## src/rtl/isq_pkg.sv

```systemverilog
package isq_pkg;
  localparam int PC_W   = 16;
  localparam int BYTE_W = 8;
  localparam int STEPS  = 4;
  localparam int CNT_W  = $clog2(STEPS);

  typedef enum logic [1:0] {
    PH_IDLE  = 2'd0,
    PH_WAKE  = 2'd1,
    PH_ENTRY = 2'd2,
    PH_RET   = 2'd3
  } phase_t;
endpackage

```

## src/rtl/isq_pick.sv

```systemverilog
module isq_pick #(
  parameter int N_REQ = 8,
  localparam int IW   = $clog2(N_REQ)
) (
  input  logic [N_REQ-1:0] req,
  output logic             any,
  output logic [IW-1:0]    idx
);
  logic [N_REQ:0]   below;
  logic [N_REQ-1:0] grant;

  assign below[0] = 1'b0;
  for (genvar i = 0; i < N_REQ; i++) begin : g_chain
    assign below[i+1] = below[i] | req[i];
    assign grant[i]   = req[i] & ~below[i];
  end
  assign any = below[N_REQ];

  always_comb begin
    idx = '0;
    for (int i = 0; i < N_REQ; i++) begin
      if (grant[i]) idx = idx | IW'(i);
    end
  end
endmodule

```

## src/rtl/isq_gate.sv

```systemverilog
module isq_gate (
  input  logic clk,
  input  logic rst,
  input  logic boundary,
  input  logic op_sei,
  input  logic op_cli,
  input  logic op_reti,
  input  logic asleep,
  input  logic wake_done,
  input  logic any_req,
  input  logic busy,
  input  logic ret_done,
  output logic gie,
  output logic acc_b,
  output logic acc_w,
  output logic start_ret
);
  logic gie_q;
  logic grace_q;
  logic live_bnd;

  assign live_bnd = boundary && !busy;

  always_comb begin
    acc_b     = live_bnd && gie_q && !grace_q && !op_cli && !op_sei &&
                !op_reti && !asleep && any_req;
    acc_w     = !busy && asleep && wake_done && gie_q && any_req;
    start_ret = live_bnd && op_reti && !asleep;
  end

  always_ff @(posedge clk) begin
    if (rst) begin
      gie_q   <= 1'b0;
      grace_q <= 1'b0;
    end else begin
      if (acc_b || acc_w)  gie_q <= 1'b0;
      else if (ret_done)   gie_q <= 1'b1;
      else if (live_bnd) begin
        if (op_cli)        gie_q <= 1'b0;
        else if (op_sei)   gie_q <= 1'b1;
      end
      if (live_bnd) grace_q <= op_sei && !op_cli;
    end
  end

  assign gie = gie_q;

  AST_GRACE_HOLDS: assert property (@(posedge clk) disable iff (rst)
    (live_bnd && op_sei) |=> !acc_b);
endmodule

```

## src/rtl/isq_core.sv

```systemverilog
module isq_core
  import isq_pkg::*;
#(
  parameter int N_REQ              = 8,
  parameter int SP_W               = 8,
  parameter logic [SP_W-1:0] SP_INIT  = '1,
  parameter logic [PC_W-1:0] VEC_BASE = 16'h0002,
  localparam int IW                = $clog2(N_REQ)
) (
  input  logic              clk,
  input  logic              rst,
  input  logic              acc_b,
  input  logic              acc_w,
  input  logic              start_ret,
  input  logic [IW-1:0]     pick_idx,
  input  logic [PC_W-1:0]   pc_next,
  input  logic [BYTE_W-1:0] mem_rdata,
  output logic              busy,
  output logic [SP_W-1:0]   sp,
  output logic [N_REQ-1:0]  ack,
  output logic              mem_we,
  output logic [SP_W-1:0]   mem_addr,
  output logic [BYTE_W-1:0] mem_wdata,
  output logic              vec_valid,
  output logic [PC_W-1:0]   vec_addr,
  output logic              ret_valid,
  output logic [PC_W-1:0]   ret_pc
);
  localparam logic [SP_W-1:0]  SP_ONE  = 1;
  localparam logic [SP_W-1:0]  SP_TWO  = 2;
  localparam logic [N_REQ-1:0] BIT0    = 1;
  localparam logic [CNT_W-1:0] CNT_ONE = 1;
  localparam logic [CNT_W-1:0] CNT_LST = CNT_W'(STEPS - 1);

  phase_t              phase_q;
  logic [CNT_W-1:0]    cnt_q;
  logic [PC_W-1:0]     pc_q;
  logic [PC_W-1:0]     vec_q;
  logic [PC_W-1:0]     ret_q;
  logic [BYTE_W-1:0]   hi_q;
  logic [SP_W-1:0]     sp_q;
  logic [N_REQ-1:0]    ack_q;
  logic                last;

  assign last = (cnt_q == CNT_LST);

  always_ff @(posedge clk) begin
    if (rst) begin
      phase_q <= PH_IDLE;
      cnt_q   <= '0;
      pc_q    <= '0;
      vec_q   <= '0;
      ret_q   <= '0;
      hi_q    <= '0;
      sp_q    <= SP_INIT;
      ack_q   <= '0;
    end else begin
      ack_q <= '0;
      case (phase_q)
        PH_IDLE: begin
          cnt_q <= '0;
          if (acc_b || acc_w) begin
            phase_q <= acc_w ? PH_WAKE : PH_ENTRY;
            pc_q    <= pc_next;
            vec_q   <= VEC_BASE + (PC_W'(pick_idx) << 1);
            ack_q   <= BIT0 << pick_idx;
          end else if (start_ret) begin
            phase_q <= PH_RET;
          end
        end
        PH_WAKE: begin
          cnt_q <= cnt_q + CNT_ONE;
          if (last) phase_q <= PH_ENTRY;
        end
        PH_ENTRY: begin
          cnt_q <= cnt_q + CNT_ONE;
          if (!cnt_q[1]) sp_q <= sp_q - SP_ONE;
          if (last) phase_q <= PH_IDLE;
        end
        PH_RET: begin
          cnt_q <= cnt_q + CNT_ONE;
          if (!cnt_q[1]) sp_q <= sp_q + SP_ONE;
          if (cnt_q == CNT_W'(1)) hi_q <= mem_rdata;
          if (cnt_q == CNT_W'(2)) ret_q <= {hi_q, mem_rdata};
          if (last) phase_q <= PH_IDLE;
        end
        default: phase_q <= PH_IDLE;
      endcase
    end
  end

  always_comb begin
    busy      = (phase_q != PH_IDLE);
    mem_we    = (phase_q == PH_ENTRY) && !cnt_q[1];
    mem_addr  = (phase_q == PH_RET) ? sp_q + SP_ONE : sp_q;
    mem_wdata = cnt_q[0] ? pc_q[15:8] : pc_q[7:0];
    vec_valid = (phase_q == PH_ENTRY) && last;
    ret_valid = (phase_q == PH_RET) && last;
  end

  assign sp       = sp_q;
  assign ack      = ack_q;
  assign vec_addr = vec_q;
  assign ret_pc   = ret_q;

  AST_PUSH_DOWNWARD: assert property (@(posedge clk) disable iff (rst)
    (mem_we && $past(mem_we)) |-> (mem_addr == $past(mem_addr) - SP_ONE));
  AST_VEC_AFTER_PUSH: assert property (@(posedge clk) disable iff (rst)
    vec_valid |-> ($past(mem_we, 3) && $past(mem_we, 2) && !$past(mem_we, 1)));
  AST_POP_RAISES_SP: assert property (@(posedge clk) disable iff (rst)
    ret_valid |-> (sp_q == $past(sp_q, 3) + SP_TWO));
  AST_NO_WRITE_IN_RET: assert property (@(posedge clk) disable iff (rst)
    ret_valid |-> !$past(mem_we));
endmodule

```

## src/rtl/irq_sequencer.sv

```systemverilog
module irq_sequencer
  import isq_pkg::*;
#(
  parameter int N_REQ              = 8,
  parameter int SP_W               = 8,
  parameter logic [SP_W-1:0] SP_INIT  = '1,
  parameter logic [15:0]     VEC_BASE = 16'h0002
) (
  input  logic             clk,
  input  logic             rst,
  input  logic             boundary,
  input  logic             op_sei,
  input  logic             op_cli,
  input  logic             op_reti,
  input  logic [15:0]      pc_next,
  input  logic             asleep,
  input  logic             wake_done,
  input  logic [N_REQ-1:0] req,
  output logic [N_REQ-1:0] ack,
  output logic             gie,
  output logic             busy,
  output logic [SP_W-1:0]  sp,
  output logic             mem_we,
  output logic [SP_W-1:0]  mem_addr,
  output logic [7:0]       mem_wdata,
  input  logic [7:0]       mem_rdata,
  output logic             vec_valid,
  output logic [15:0]      vec_addr,
  output logic             ret_valid,
  output logic [15:0]      ret_pc
);
  localparam int IW = $clog2(N_REQ);

  logic          any_req;
  logic [IW-1:0] pick_idx;
  logic          acc_b;
  logic          acc_w;
  logic          start_ret;

  isq_pick #(.N_REQ(N_REQ)) u_pick (
    .req (req),
    .any (any_req),
    .idx (pick_idx)
  );

  isq_gate u_gate (
    .clk       (clk),
    .rst       (rst),
    .boundary  (boundary),
    .op_sei    (op_sei),
    .op_cli    (op_cli),
    .op_reti   (op_reti),
    .asleep    (asleep),
    .wake_done (wake_done),
    .any_req   (any_req),
    .busy      (busy),
    .ret_done  (ret_valid),
    .gie       (gie),
    .acc_b     (acc_b),
    .acc_w     (acc_w),
    .start_ret (start_ret)
  );

  isq_core #(
    .N_REQ    (N_REQ),
    .SP_W     (SP_W),
    .SP_INIT  (SP_INIT),
    .VEC_BASE (VEC_BASE)
  ) u_core (
    .clk       (clk),
    .rst       (rst),
    .acc_b     (acc_b),
    .acc_w     (acc_w),
    .start_ret (start_ret),
    .pick_idx  (pick_idx),
    .pc_next   (pc_next),
    .mem_rdata (mem_rdata),
    .busy      (busy),
    .sp        (sp),
    .ack       (ack),
    .mem_we    (mem_we),
    .mem_addr  (mem_addr),
    .mem_wdata (mem_wdata),
    .vec_valid (vec_valid),
    .vec_addr  (vec_addr),
    .ret_valid (ret_valid),
    .ret_pc    (ret_pc)
  );

  AST_ACK_ONEHOT: assert property (@(posedge clk) disable iff (rst)
    $onehot0(ack));
  AST_ACK_FLAG_LOW: assert property (@(posedge clk) disable iff (rst)
    (|ack) |-> (!gie && busy));
  AST_FLAG_AFTER_RET: assert property (@(posedge clk) disable iff (rst)
    ret_valid |=> (gie && !busy));
  AST_ACK_NEEDS_REQ: assert property (@(posedge clk) disable iff (rst)
    (|ack) |-> $past(|req));
endmodule

```

## config.mk

```make
export PLATFORM = sky130hd
export DESIGN_NAME = irq_sequencer
export DESIGN_NICKNAME = d
export VERILOG_FILES = /design/src/rtl/isq_pkg.sv /design/src/rtl/isq_pick.sv /design/src/rtl/isq_gate.sv /design/src/rtl/isq_core.sv /design/src/rtl/irq_sequencer.sv
export SDC_FILE = /design/constraint.sdc
export NUM_CORES = 1
export LEC_CHECK = 0
export BUFFER_PORTS_ARGS = -buffer_cell sky130_fd_sc_hd__buf_2
export CORE_UTILIZATION = 50
export DETAILED_ROUTE_END_ITERATION = 7
export HOLD_SLACK_MARGIN = 0.03
export PLACE_DENSITY_LB_ADDON = 0.15
export SYNTH_ARGS = -nofsm -noshare
export SYNTH_HDL_FRONTEND = slang
export SYNTH_SLANG_ARGS = --single-unit
export TNS_END_PERCENT = 10
```

## constraint.sdc

```tcl
create_clock -name clk -period 2.1 [get_ports clk]
set_clock_uncertainty 0.15 [all_clocks]
set_input_delay 0.21 -clock clk [delete_from_list [all_inputs] [get_ports clk]]
set_output_delay 0.21 -clock clk [all_outputs]
set_load 0.01 [all_outputs]
```

==> flow_summary.yaml <==
status:
  status: "complete, no violations"
cells_and_area:
  area_delta_synth_final_pct: 30.4
  fillCellCount: 551
  drive_gt1_frac: 0.298
  nets: 565
  n_antenna_cell: 0
  final_cells: 598
timing:
  rsz0062_at_grt: "true"
  finalHoldViolCount: 0
  fin_crit_ns: 2.07
  relSlewSlack: 0.640
  setup_violations: 0
  max_freq_mhz: 483
  slew_viol_final: 0
  period_share: 0.985
  worst_pin_slew_ns: 0.539
clocking:
  cts_tree: "built"
  cts-buffers-inserted: 9
  clk_pin_slew_ns: 0.07
  cts_buffer_depth: 2
  clock-sinks: 66
  cts.htree.levels: 3
  cts_root_buffer: "clkbuf_8"
  postCtsSetupRepairBufs: 0
  insertion_delay_ns: 0.34
route:
  drt-total-wl_mm: 7.96
  route.detailed.drc: 0
  dr_wl_met3_um: 463
  vias: 3193
  wire_per_inst_um: 13.3
  detail-route-antenna-nets: 0
  drtIter0Drc: 110
  dr.max_layer_used: "met4"
  drt-met1-wl_mm: 3.60
  wl_met2_mm: 3.80
  via_per_inst: 5.34
  first_pass_iters: 6
pwr:
  p_sw_frac: 0.262
  p_total_mw: 2.71
  switchingPower_uw: 708
  powerDensity_mw_per_mm2: 638
  vdd_ir_drop_max_uv: 464
  power.internal_mw: 2.00
  p_clk_frac: 0.404
  seq_power_share: 0.475
  cellLeakagePower_nw: 1.75
  power_frac_comb: 0.121
floorplan:
  dieArea_sq_mm: 0.00684
  fp.dieW_um: 82.7
  dieHeight_um: 82.7
  fp-row-count: 29
  core_area_sq_mm: 0.00631
  initial_core_util: 0.515
  boundaryPins: 109
setup_path:
  cp-end-kind: "output port"
  worst_r2r_startpoint: "u_core.sp[0]"
  startpoint: "u_core.sp[0]"
  crit_type: "flip-flop to output port"
  cp_max_fo: 9
  cp_data_required_time_ns: 1.74
  cp-start-kind: "flip-flop"
  arrival_ns: 1.71
logic_synthesis:
  synth.distinct_cells: 56
  ys_seq_elements: 66
  synth_warnings: 0
  synth_area_per_cell_sq_um: 8.16
  netlist_top_cells_area: "dfxtp_1 41%, a21oi_1 8.2%, nand2_1 6.2%"
  ys_seq_area_frac: 0.406
  syn_inst: 399
  synth_top_area_frac: 0.406
  synthArstFlopShare: 0
  synth_ff_type: "dfxtp_1"
  synth_area_leader_cell: "dfxtp_1"
  syn_area_sq_mm: 0.00325
  synth_edf_count: 0
place:
  hpwlAfterDp_mm: 5.30
  dp.cells: 558
  portBuffers: 96
  gp_congestion: 0.836
grt:
  grt_pass1_vias: 2660
  grt-ovfl-total: 0
  grt_pass1_wl_mm: 12.3
  gr-usage-all-layers: 0.235
  antenna_found_initial: 0
  grt_max_degree: 26
job:
  cap_violations: 0
min_path:
  min_from: "op_reti"
  worstHoldPathType: "primary input to flip-flop"
## layout by cell type, fill, tap and decap left out, types with 3 or more instances in the layout
| master | instances |
|---|---|
| nand2b_1 | 8 |
| buf_2 | 96 |
| and3_1 | 3 |
| inv_1 | 9 |
| nand3_1 | 28 |
| nand2_1 | 54 |
| nor2b_1 | 3 |
| nand4_1 | 5 |
| conb_1 | 12 |
| o21ai_0 | 26 |
| ha_1 | 8 |
| dlygate4sd3_1 | 24 |
| nor2_1 | 15 |
| a21oi_1 | 53 |
| dfxtp_1 | 62 |
| nor3_1 | 12 |
| clkbuf_8 | 10 |
| buf_4 | 18 |
| mux2_2 | 8 |
| xnor2_1 | 8 |
| dfxtp_4 | 4 |
## timing repair
item	4_1_cts	5_1_grt
hold buffers	24	0
resized for setup	5	4
setup endpoints to repair	3	3
endpoints found under the hold margin	32	0
## Yosys cell counts (9+ instances only)
cell,number
nand3_1,28
buf_4,14
ha_1,9
nand2_1,54
nor2_1,15
nor3_1,12
inv_1,9
o21ai_0,26
dfxtp_1,66
clkbuf_1,21
a21oi_1,53
## power groups by stage
stage	Sequential, mW	Combinational, mW	Clock [mW]
after CTS	1.29	0.323	1.10
after global placement	1.32	0.283	0
after floorplan	1.31	0.198	0
after global routing	1.29	0.361	1.17
final	1.29	0.327	1.09
after detailed placement	1.32	0.286	0
## flip-flops by register name (all words and copies together), names as in the netlist
signal	count
u_core.pc_q	16
u_core.phase_q	2
u_core.cnt_q	2
u_gate.gie	1
u_core.hi_q	8
u_core.ret_pc	16
u_core.vec_addr	4
u_core.ack	8
u_core.sp	8
u_gate.grace_q	1
## logic make-up (layout without fill, tap and decap cells)
group | count (synthesis) | after routing | share of synthesized area
simple gates | 148 | 148 | 0.233
xor+xnor | 9 | 9 | 0.0242
other cells | 1 | 12 | 0.00115
compound gates | 104 | 104 | 0.188
flops | 66 | 66 | 0.406
fa+ha+maj | 9 | 9 | 0.0346
buf+inv | 52 | 163 | 0.0792
mux | 10 | 10 | 0.0338
## stage by stage
step / hold slack (ns) / cell area, sq um / util / worst slack [ns] / TNS (ns)
after floorplan: 0.196 / 3300 / - / 0.241 / 0
after CTS: 0.0456 / 4230 / 0.671 / 0.000711 / 0
after global placement: 0.288 / 3780 / 0.599 / 0.231 / 0
final: 0.0471 / 4240 / 0.672 / 0.0317 / 0
after global routing: 0.0601 / 4240 / 0.672 / -0.0428 / -0.0428
after detailed placement: 0.293 / 3780 / 0.599 / 0.140 / 0
## area by class of cell
class | instances | area (sq um) | area share
Clock buffer | 11 | 141 | 0.0333
Clock inverter | 5 | 61.3 | 0.0144
Inverter | 9 | 33.8 | 0.00796
Multi-Input combinational cell | 292 | 1720 | 0.405
Sequential cell | 66 | 1340 | 0.315
Tap cell | 77 | 96.3 | 0.0227
Timing Repair Buffer | 138 | 856 | 0.202
## metal layers
| layer | GRT usage | up-vias |
|---|---|---|
| li1 | - | 1610 |
| met1 | 0.293 | 1467 |
| met2 | 0.391 | 106 |
| met3 | 0.0637 | 10 |
| met4 | 0.0741 | 0 |
| met5 | 0 | - |
## worst max-delay path, stage by stage (launching register included)
cell	delay [ns]
dfxtp_4	0.39
ha_2	0.22
and3_1	0.22
nand4_1	0.19
xnor2_1	0.18
buf_2	0.15
## worst paths after layout
check | end | slack (ns) | cells after the start
min | u_core.phase_q[0] | 0.05 | 3
max | mem_addr[6] | 0.03 | 5
max reg2reg | u_core.sp[7] | 0.25 | 4
min reg2reg | u_core.ret_pc[14] | 0.30 | 2
Note: power is estimated with default switching activity, not from simulation.
